File: config.mk
export PLATFORM = sky130hd
export DESIGN_NAME = lcl_irq_timer
export DESIGN_NICKNAME = d
export VERILOG_FILES = /design/src/rtl/lcl_irq_timer_pkg.sv /design/src/rtl/lcl_irq_timer_ctrl.sv /design/src/rtl/lcl_irq_timer_dp.sv /design/src/rtl/lcl_irq_timer.sv
export SDC_FILE = /design/constraint.sdc
export NUM_CORES = 1
export LEC_CHECK = 0
export BUFFER_PORTS_ARGS = -buffer_cell sky130_fd_sc_hd__buf_2
export CAP_MARGIN = 10
export CORE_MARGIN = 2
export CORE_UTILIZATION = 58
export CTS_CLUSTER_DIAMETER = 40
export DETAILED_ROUTE_END_ITERATION = 8
export HOLD_SLACK_MARGIN = 0.15
export MAX_ROUTING_LAYER = met4
export PLACE_DENSITY_LB_ADDON = 0.3
export REMOVE_ABC_BUFFERS = 1
export SETUP_SLACK_MARGIN = 0.02
export SLEW_MARGIN = 20
export SYNTH_ARGS = -nofsm -noshare
export SYNTH_HDL_FRONTEND = slang
export SYNTH_SLANG_ARGS = --single-unit
File: constraint.sdc
create_clock -name clk -period 3.9 [get_ports clk]
set_input_delay 0.78 -clock clk [delete_from_list [all_inputs] [get_ports clk]]
set_output_delay 0.78 -clock clk [all_outputs]
set_load 0.02 [all_outputs]
File: src/rtl/lcl_irq_timer_pkg.sv
package lcl_irq_timer_pkg;

  localparam int unsigned REG_ADDR_W = 12;
  localparam int unsigned VEC_W      = 8;
  localparam int unsigned SHIFT_W    = 3;
  localparam int unsigned DIV_W      = 4;

  // Register byte offsets; software depends on these
  localparam logic [REG_ADDR_W-1:0] OFS_VT   = 12'h320;
  localparam logic [REG_ADDR_W-1:0] OFS_INIT = 12'h380;
  localparam logic [REG_ADDR_W-1:0] OFS_CUR  = 12'h390;
  localparam logic [REG_ADDR_W-1:0] OFS_DIV  = 12'h3E0;

  // Field positions inside the vector-table word
  localparam int unsigned VT_MASK_BIT = 16;
  localparam int unsigned VT_MODE_LO  = 17;
  localparam int unsigned VT_MODE_HI  = 18;

  typedef enum logic [1:0] {
    MODE_ONESHOT  = 2'd0,
    MODE_PERIODIC = 2'd1,
    MODE_DEADLINE = 2'd2,
    MODE_RSVD     = 2'd3
  } tmrMode_e;

  typedef struct packed {
    logic [VEC_W-1:0]   vector;
    logic               masked;
    tmrMode_e           mode;
    logic [SHIFT_W-1:0] divShift;
  } tmrCfg_t;

  // Strobes from control to datapath
  typedef struct packed {
    logic loadInit;
    logic clrPre;
  } tmrStrobe_t;

  // Bits {3,1,0} form a code; the ratio is 2^((code+1) mod 8), so the
  // top code wraps to a shift of 0 (divide by one).
  function automatic logic [SHIFT_W-1:0] divCodeToShift(input logic [DIV_W-1:0] code);
    logic [SHIFT_W-1:0] packedCode;
    packedCode = {code[3], code[1], code[0]};
    return packedCode + SHIFT_W'(1);
  endfunction

endpackage

File: src/rtl/lcl_irq_timer_ctrl.sv
module lcl_irq_timer_ctrl
  import lcl_irq_timer_pkg::*;
#(
  parameter int unsigned DATA_W = 32
) (
  input  logic                  clk,
  input  logic                  rstN,
  input  logic [REG_ADDR_W-1:0] regAddr,
  input  logic [DATA_W-1:0]     regWrData,
  input  logic                  regWr,
  input  logic                  regRd,
  output logic [DATA_W-1:0]     regRdData,
  input  logic [DATA_W-1:0]     curCnt,
  output logic [DATA_W-1:0]     initCnt,
  output tmrCfg_t               cfg,
  output tmrStrobe_t            strb
);

  logic [VEC_W-1:0] vecReg;
  logic             maskReg;
  tmrMode_e         modeReg;
  logic [DIV_W-1:0] divReg;

  logic hitVt, hitInit, hitCur, hitDiv, hitAny;
  logic [DATA_W-1:0] rdMux;
  logic [DATA_W-1:0] vtWord;

  assign hitVt   = (regAddr == OFS_VT);
  assign hitInit = (regAddr == OFS_INIT);
  assign hitCur  = (regAddr == OFS_CUR);
  assign hitDiv  = (regAddr == OFS_DIV);
  assign hitAny  = hitVt | hitInit | hitCur | hitDiv;

  // Register writes; the live-count offset has no write path at all
  always_ff @(posedge clk) begin
    if (!rstN) begin
      vecReg  <= '0;
      maskReg <= 1'b1;
      modeReg <= MODE_ONESHOT;
      divReg  <= '0;
      initCnt <= '0;
    end else if (regWr) begin
      if (hitVt) begin
        vecReg  <= regWrData[VEC_W-1:0];
        maskReg <= regWrData[VT_MASK_BIT];
        modeReg <= tmrMode_e'(regWrData[VT_MODE_HI:VT_MODE_LO]);
      end
      if (hitDiv)  divReg  <= regWrData[DIV_W-1:0];
      if (hitInit) initCnt <= regWrData;
    end
  end

  assign strb.loadInit = regWr & hitInit;
  assign strb.clrPre   = regWr & (hitInit | hitDiv);

  assign cfg.vector   = vecReg;
  assign cfg.masked   = maskReg;
  assign cfg.mode     = modeReg;
  assign cfg.divShift = divCodeToShift(divReg);

  always_comb begin
    vtWord = '0;
    vtWord[VEC_W-1:0]               = vecReg;
    vtWord[VT_MASK_BIT]             = maskReg;
    vtWord[VT_MODE_HI:VT_MODE_LO]   = modeReg;
  end

  always_comb begin
    rdMux = '0;
    if (hitVt)   rdMux = vtWord;
    if (hitInit) rdMux = initCnt;
    if (hitCur)  rdMux = curCnt;
    if (hitDiv)  rdMux = DATA_W'(divReg);
  end

  always_ff @(posedge clk) begin
    if (!rstN)      regRdData <= '0;
    else if (regRd) regRdData <= rdMux;
  end

  AST_RD_UNMAPPED: assert property (@(posedge clk) disable iff (!rstN)
    (regRd && !hitAny) |=> (regRdData == '0));

  AST_RD_HOLD: assert property (@(posedge clk) disable iff (!rstN)
    (!regRd && $past(rstN)) |=> $stable(regRdData));

endmodule

File: src/rtl/lcl_irq_timer_dp.sv
module lcl_irq_timer_dp
  import lcl_irq_timer_pkg::*;
#(
  parameter int unsigned DATA_W    = 32,
  parameter int unsigned MAX_SHIFT = 7
) (
  input  logic              clk,
  input  logic              rstN,
  input  tmrCfg_t           cfg,
  input  tmrStrobe_t        strb,
  input  logic [DATA_W-1:0] loadVal,
  input  logic [DATA_W-1:0] initCnt,
  output logic [DATA_W-1:0] curCnt,
  output logic              irqPulse,
  output logic [VEC_W-1:0]  irqVector
);

  localparam int unsigned PRE_W = MAX_SHIFT;

  logic [PRE_W-1:0] preCnt;
  logic [PRE_W-1:0] ratioM1;
  logic             running;
  logic             tick;
  logic             deadline;
  logic             periodic;
  logic             hitOne;

  // 2^shift - 1; the top shift wraps to all ones in PRE_W bits
  assign ratioM1  = (PRE_W'(1) << cfg.divShift) - PRE_W'(1);
  assign tick     = running && (preCnt == ratioM1);
  assign deadline = cfg.mode[1];
  assign periodic = (cfg.mode == MODE_PERIODIC);
  assign hitOne   = (curCnt == DATA_W'(1));

  // Prescaler
  always_ff @(posedge clk) begin
    if (!rstN)             preCnt <= '0;
    else if (strb.clrPre)  preCnt <= '0;
    else if (!running)     preCnt <= '0;
    else if (tick)         preCnt <= '0;
    else                   preCnt <= preCnt + PRE_W'(1);
  end

  // Countdown and expiry
  always_ff @(posedge clk) begin
    if (!rstN) begin
      curCnt    <= '0;
      running   <= 1'b0;
      irqPulse  <= 1'b0;
      irqVector <= '0;
    end else begin
      irqPulse <= 1'b0;
      if (deadline) begin
        curCnt  <= '0;
        running <= 1'b0;
      end else if (strb.loadInit) begin
        curCnt  <= loadVal;
        running <= (loadVal != '0);
      end else if (tick) begin
        if (curCnt == '0) begin
          if (periodic) curCnt  <= initCnt;
          else          running <= 1'b0;
        end else begin
          curCnt <= curCnt - DATA_W'(1);
          if (hitOne) begin
            if (!cfg.masked) begin
              irqPulse  <= 1'b1;
              irqVector <= cfg.vector;
            end
            if (!periodic) running <= 1'b0;
          end
        end
      end
    end
  end

  AST_PRE_BOUND: assert property (@(posedge clk) disable iff (!rstN)
    preCnt <= ratioM1);

  AST_DEC_BY_ONE: assert property (@(posedge clk) disable iff (!rstN)
    (tick && !strb.loadInit && !deadline && curCnt > DATA_W'(1))
      |=> (curCnt == $past(curCnt) - DATA_W'(1)));

  AST_MASK_SILENT: assert property (@(posedge clk) disable iff (!rstN)
    irqPulse |-> !$past(cfg.masked));

  AST_IRQ_SINGLE: assert property (@(posedge clk) disable iff (!rstN)
    irqPulse |=> !irqPulse);

  AST_ONESHOT_HOLD: assert property (@(posedge clk) disable iff (!rstN)
    (cfg.mode == MODE_ONESHOT && curCnt == '0 && !strb.loadInit)
      |=> (curCnt == '0));

  AST_DEADLINE_ZERO: assert property (@(posedge clk) disable iff (!rstN)
    ($past(deadline) && $past(rstN)) |-> (curCnt == '0 && !irqPulse));

endmodule

File: src/rtl/lcl_irq_timer.sv
module lcl_irq_timer
  import lcl_irq_timer_pkg::*;
#(
  parameter int unsigned DATA_W = 32
) (
  input  logic                  clk,
  input  logic                  rstN,
  input  logic [REG_ADDR_W-1:0] regAddr,
  input  logic [DATA_W-1:0]     regWrData,
  input  logic                  regWr,
  input  logic                  regRd,
  output logic [DATA_W-1:0]     regRdData,
  output logic                  irqPulse,
  output logic [VEC_W-1:0]      irqVector
);

  localparam int unsigned MAX_SHIFT = (1 << SHIFT_W) - 1;

  tmrCfg_t           cfg;
  tmrStrobe_t        strb;
  logic [DATA_W-1:0] curCnt;
  logic [DATA_W-1:0] initCnt;

  lcl_irq_timer_ctrl #(.DATA_W(DATA_W)) u_ctrl (
    .clk       (clk),
    .rstN      (rstN),
    .regAddr   (regAddr),
    .regWrData (regWrData),
    .regWr     (regWr),
    .regRd     (regRd),
    .regRdData (regRdData),
    .curCnt    (curCnt),
    .initCnt   (initCnt),
    .cfg       (cfg),
    .strb      (strb)
  );

  lcl_irq_timer_dp #(.DATA_W(DATA_W), .MAX_SHIFT(MAX_SHIFT)) u_dp (
    .clk       (clk),
    .rstN      (rstN),
    .cfg       (cfg),
    .strb      (strb),
    .loadVal   (regWrData),
    .initCnt   (initCnt),
    .curCnt    (curCnt),
    .irqPulse  (irqPulse),
    .irqVector (irqVector)
  );

endmodule

After elaboration in Yosys (flattened, before gate mapping)
Index checks and enable logic that the tools add are counted.
{ "totals": {"mem_bits_ro": 0, "mem_count": 0, "mem_bits_rw": 0, "latch_bits": 0, "inputBits": 48, "elab_cells": 63, "reg_bits": 128} }
{ "classes": {"eq_ne": 8, "mux": 14, "order_cmp": 0, "bitwise_logic": 11, "div": 0, "n_mul": 0, "add_sub_neg": 4, "n_reduce_logical": 14, "shifts": 1} }
{ "ops": {"columns": ["op", "n"], "rows": [
  ["$mux 32", 7],
  ["$eq 12x10->1 const B", 4],
  ["$eq 32x1->1 const B", 1],
  ["$logic_not 32->1", 1],
  ["$reduce_bool 32->1", 1],
  ["$sub 32x1->32 const B", 1],
  ["$mux 19", 1],
  ["$reduce_and 2->1", 5],
  ["$not 1->1", 8],
  ["$add 7x1->7 const B", 1],
  ["$eq 7x7->1", 1],
  ["$shl 1x3->7 const A", 1],
  ["$sub 7x2->7 const B", 1],
  ["$mux 1", 6],
  ["$reduce_and 6->1", 1],
  ["$reduce_or 6->1", 1],
  ["$reduce_or 4->1", 1],
  ["$add 3x1->3 const B", 1],
  ["$ne 3x2->1 const B", 1],
  ["$reduce_bool 3->1", 1],
  ["$and 1x1->1", 2],
  ["$eq 2x1->1 const B", 1],
  ["$reduce_bool 2->1", 1],
  ["$reduce_or 2->1", 1],
  ["2 further kinds", 2]
]} }

Logic depth before layout (Yosys ltp)
{ "depth": {"word_depth": 7, "depth_mapped": 12} }

Cells and area by module
From an unflattened synthesis, not the netlist that was laid out.
{ "hier_totals": {"hier_cells": 855, "area_unflattened_um2": 6690.2} }
{ "by_module_without_submodules": {"columns": ["mod", "area_per_inst_um2", "cells_per_inst", "instances", "seq_area_each_um2"], "rows": [
  ["lcl_irq_timer_dp", 3395.8, 467, 1, 980.9],
  ["lcl_irq_timer_ctrl", 3294.4, 388, 1, 1581.5]
]} }

Worst setup path after synthesis
OpenSTA, ideal clock, no wires.
{ "synth_timing": {"path_type": "input-to-reg", "startpoint": "input regAddr[11]", "endpoint": "register u_dp.running", "arrival_ns": 2.668, "path_buffers": 1, "setup_ns": 0.132, "slack_ns": 1.100, "cell_stages": 7, "cell_sequence": "or4_1 or3_4 nor4_4 nand2_1 clkbuf_1 o311ai_0 a21oi_1"} }
{ "synth_via": {"elab_chain_len": 4, "elab_cells_between_ends": 6, "classes_between": "1 x eq/ne; 1 x mux; 1 x bitwise; 3 x reduce/logical"} }
{ "synth_rtl": {"columns": ["item", "line_no", "text"], "rows": [
  ["from (decl)", "lcl_irq_timer.sv:8", "input logic [REG_ADDR_W-1:0] regAddr,"],
  ["$eq 12x10->1 (*)", "lcl_irq_timer_ctrl.sv:29", "assign hitInit = (regAddr == OFS_INIT);"],
  ["$and 1x1->1 (*)", "lcl_irq_timer_ctrl.sv:53", "assign strb.loadInit = regWr & hitInit;"],
  ["$reduce_bool 3->1 (no source line) or $reduce_bool 2->1 (tied branches)", null, null],
  ["$reduce_and 2->1 (no source line)", null, null],
  ["to (signal assigned)", "lcl_irq_timer_dp.sv:58", "running <= (loadVal != '0);"],
  ["to (decl)", "lcl_irq_timer_dp.sv:22", "logic running;"]
]} }
Mark *: on every way between the ends. The rest lies on a longest branch, timed or not.
A chain may end at the register's enable or synchronous reset.

Worst setup path after layout
{ "layout_timing": {"startpoint": "register u_ctrl.divReg[1]", "endpoint": "register u_dp.curCnt[6]"} }
{ "layout_via": {"elab_chain_len": 7} }
{ "layout_rtl": {"columns": ["item", "line_no", "text"], "rows": [
  ["from (decl)", "lcl_irq_timer_ctrl.sv:22", "logic [DIV_W-1:0] divReg;"],
  ["from (signal assigned)", "lcl_irq_timer_ctrl.sv:48", "if (hitDiv) divReg <= regWrData[DIV_W-1:0];"],
  ["$add 3x1->3", "lcl_irq_timer_pkg.sv:44", "return packedCode + SHIFT_W'(1);"],
  ["$shl 1x3->7", "lcl_irq_timer_dp.sv:29", "assign ratioM1 = (PRE_W'(1) << cfg.divShift) - PRE_W'(1);"],
  ["$sub 7x2->7", "lcl_irq_timer_dp.sv:29", null],
  ["$eq 7x7->1", "lcl_irq_timer_dp.sv:30", "assign tick = running && (preCnt == ratioM1);"],
  ["$logic_and 1x1->1", "lcl_irq_timer_dp.sv:30", null],
  ["$reduce_bool 2->1 (no source line)", null, null],
  ["$reduce_and 2->1 (no source line)", null, null],
  ["to (signal assigned)", "lcl_irq_timer_dp.sv:57", "curCnt <= loadVal;"],
  ["to (signal assigned)", "lcl_irq_timer_dp.sv:61", "if (periodic) curCnt <= initCnt;"],
  ["to (signal assigned)", "lcl_irq_timer_dp.sv:64", "curCnt <= curCnt - DATA_W'(1);"],
  ["to (decl)", "lcl_irq_timer_dp.sv:13", "output logic [DATA_W-1:0] curCnt,"]
]} }
Every way passes these cells.

==> run summary <==
## Worst setup path
• required time at the worst-slack endpoint: 4230 ps
• Worst path max stage delay: 480 ps
• origin of the worst setup path: u_ctrl.divReg[1]
• r2r setup slk: 660 ps
• critical path type: register to register
• worst path cell trace: or3_1 > ha_1 > nor4b_1 > nor3_1 > xor2_1 > o2111a_1 > buf_4 > nand2_1 > buf_4 > or3_1 > a31oi_1
• highest net fanout along the worst path: 28
• startpoint of the worst register-to-register path: u_ctrl.divReg[1]
• top cell family by delay on the critical path: simple AND/OR/NAND/NOR gates
• Arrival @ worst endpoint: 3570 ps
• Startpoint Class: register
• nature of the critical path endpoint: register
• sum of buffers and inverters on the critical path: 2
• slowest stage cell, crit path: sky130_fd_sc_hd__dfxtp_1

## Synth
• number of instances in the synthesized netlist: 847
• Post-Syn Area per Cell: 8.03 um^2
• cell area after synthesis: 6800 um^2
• share of the yosys chip area belonging to registers: 37.7%
• top area cells in the synthesized netlist: sky130_fd_sc_hd__dfxtp_1 38%, sky130_fd_sc_hd__nand2_1 7.4%, sky130_fd_sc_hd__o211a_1 4.1%
• FFs w/ async S/R, synth: 0%
• Ys Warns: 0
• Cell variety after synth: 66
• number of synthesized register bits: 128
• Post-synth EDFFs: 0
• area share of the leading cell type in the synthesized netlist: 37.7%
• commonest register cell after synthesis: sky130_fd_sc_hd__dfxtp_1
• post-synthesis cell type with the largest combined area: sky130_fd_sc_hd__dfxtp_1

## Cells and area
• most common cell after layout, fill and taps aside: sky130_fd_sc_hd__nand2_1
• Final Util: 68.3%
• layout-stage area growth over the synthesis result: 14.7%
• number of diodes added for antenna fixing: 0
• fraction of layout instances using a drive strength above 1: 16.8%
• Design Area, Final: 7800 um^2
• Final nets: 953
• commonest non-fill, non-tap cells in the layout: 134 x sky130_fd_sc_hd__nand2_1, 128 x sky130_fd_sc_hd__dfxtp_1, 87 x sky130_fd_sc_hd__buf_2

## Clocking
• number of buffers between clock root and the deepest sink: 2
• CTS sink cnt: 128
• clock root buffer: sky130_fd_sc_hd__clkbuf_16
• Clock H-tree levels: 4
• post-cts sizing count: 0
• total clock buffers created by CTS: 17
• CTS tree: built
• CTS clock-pin slew for the worst setup and hold paths: 50 ps
• clock insertion delay at the later pin of the skew report: 420 ps
• number of buffers inserted to repair setup after CTS: 0
• post-cts hold buffer count: 0

## Placed design
• Placed Instance Area: 7250 um^2
• post-detail-place hpwl: 13.0 mm
• Placer Congestion: 0.952
• count of buffers inserted at the top-level ports: 88

## Outcome
• run status: finished clean

## STA
• setup clock skew after layout: 5.89 ps
• pins over their slew limit: 0
• worst slew pin tran: 830 ps
• post-route fraction of the period consumed by the critical path: 83.0%
• RSZ-0062 raised after global routing: false
• Hold Fails Final Rpt: 0
• Highest Clock Rate: 309 MHz
• crit path time final: 3240 ps
• Final setup viols: 0
• worst rel slew slack: 44.7%

## Floorplanning
• I/O pins: 89
• Std-Cell Rows: 39
• Std-Cell Core Area: 11400 um^2
• Die Outline Area: 12600 um^2
• vertical die dimension: 112 um
• die boundary width: 112 um
• starting density of the core: 59.5%

## Detailed routing
• routed wire length per instance: 18.9 um
• First DRT Iteration DRCs: 721
• highest routed metal layer: met4
• M1 wire length: 8.23 mm
• amount of wire on met2 after detailed routing: 9.37 mm
• DRC: 0
• Post-DRT Antenna Nets: 0
• routed wire length on met3: 1.88 mm
• via density per instance: 6.52
• Via Count: 6880
• total wire length after detailed routing: 20.0 mm
• number of iterations in the first detailed-routing pass: 5

## Flow run
• number of max-cap violations: 0

## Global routing
• maximum number of pins on one net before global-route repair: 90
• antenna violations before repair: 0
• overflow left after global routing: 0
• via count of the first global-routing pass: 6560
• aggregate global-route resource usage: 32.5%
• global-route wire length before repair: 32.1 mm

## Power and ir drop
• leakage power: 0.00316 uW
• fraction of power consumed by combinational cells: 5.3%
• maximum vdd ir drop: 507 uV
• clock share of power: 49.6%
• internal power: 2300 uW
• Power per Cell Area: 379 nW/um^2
• net switching power of the design: 658 uW
• portion of total power attributed to sequential cells: 45.1%
• proportion of total power due to net switching: 22.3%

## Hold path
• HP Start: u_ctrl.regRdData[24]
• class of the tightest hold or removal check: register to register

-- cell families after synthesis --
logic type                 count (synthesis)  synth area share [%]
AOI/OAI and AO/OA                        263                  27.0
xor gates and xnor gates                   9                  1.16
adders and majority gates                  5                 0.920
buffers and inverters                     80                  5.13
DFF                                      128                  37.7
muxes                                     18                  2.80
and+or+nand+nor                          344                  25.3
-- Yosys cell counts, drive strengths merged (3+ instances only) --
library cell	number
mux2	8
nor2b	9
and3	9
a21oi	48
xor2	4
a211oi	5
nor3	30
a2bb2oi	6
or3	12
nor2	44
and2	7
nand3b	3
o41ai	5
a21boi	45
nand2b	6
o21ai	40
nor4	21
dfxtp	128
a22oi	36
nand4	6
nand2	134
buf	28
o31ai	5
nand3	40
or4	6
xnor2	5
inv	8
o211a	28
nor3b	4
a31oi	16
clkbuf	44
ha	5
mux2i	10
o211ai	10
o21a	5
-- worst register-to-register path: stages, from the launching register on --
cell                       delay [ps]
sky130_fd_sc_hd__dfxtp_1          480
sky130_fd_sc_hd__or3_1            420
sky130_fd_sc_hd__ha_1             270
sky130_fd_sc_hd__nor4b_1          180
sky130_fd_sc_hd__nor3_1           230
sky130_fd_sc_hd__xor2_1           230
sky130_fd_sc_hd__o2111a_1         200
sky130_fd_sc_hd__buf_4            250
sky130_fd_sc_hd__nand2_1           80
sky130_fd_sc_hd__buf_4            250
sky130_fd_sc_hd__or3_1            390
sky130_fd_sc_hd__a31oi_1          170
-- stage by stage --
step                power, uW  TNS (ps)  cells  hold slack (ps)  setup slack [ps]
floorplan                1420     -4190    775              441              -309
global placement         1510         0   1024              453               815
detailed placement       1510         0   1024              461               733
CTS                      2960         0   1055              469               708
global route             3030         0   1055              481               442
finish                   2950         0   1055              470               664
-- final cells by class --
class	count	area, um^2
timing repair buffer	106	591
clock buffer	24	482
inverter	8	30.0
clock inverter	7	60.1
fill	959	3620
multi-input combinational	639	3890
tap	143	179
sequential	128	2560
-- final timing paths --
path / to / cells after the start
max: u_dp.curCnt[6] / 11
min: u_ctrl.regRdData[24] / 1
max reg2reg: u_dp.curCnt[6] / 11
min reg2reg: u_ctrl.regRdData[24] / 1
-- state kept, by name, summed over array words and instances (netlist names) --
signal / count
u_ctrl.vecReg: 8
u_ctrl.initCnt: 32
u_dp.preCnt: 7
u_ctrl.regRdData: 32
u_dp.running: 1
u_ctrl.modeReg: 2
u_ctrl.maskReg: 1
u_dp.irqPulse: 1
u_ctrl.divReg: 4
u_dp.curCnt: 32
u_dp.irqVector: 8
-- per-layer routing --
| metal | vias up | global-route usage [%] |
|---|---|---|
| li1 | 3204 | - |
| met2 | 378 | 50.3 |
| met1 | 3243 | 40.7 |
| met5 | - | - |
| met3 | 55 | 7.78 |
| met4 | 0 | 14.1 |
-- power by group through the flow --
stage	Combinational, uW	Clock (uW)	Sequential [uW]
after floorplan	43.6	0	1380
after global placement	152	0	1360
after detailed placement	155	0	1360
after CTS	155	1480	1330
after global routing	168	1530	1330
final	156	1470	1330
(Power assumes the default switching activity.)
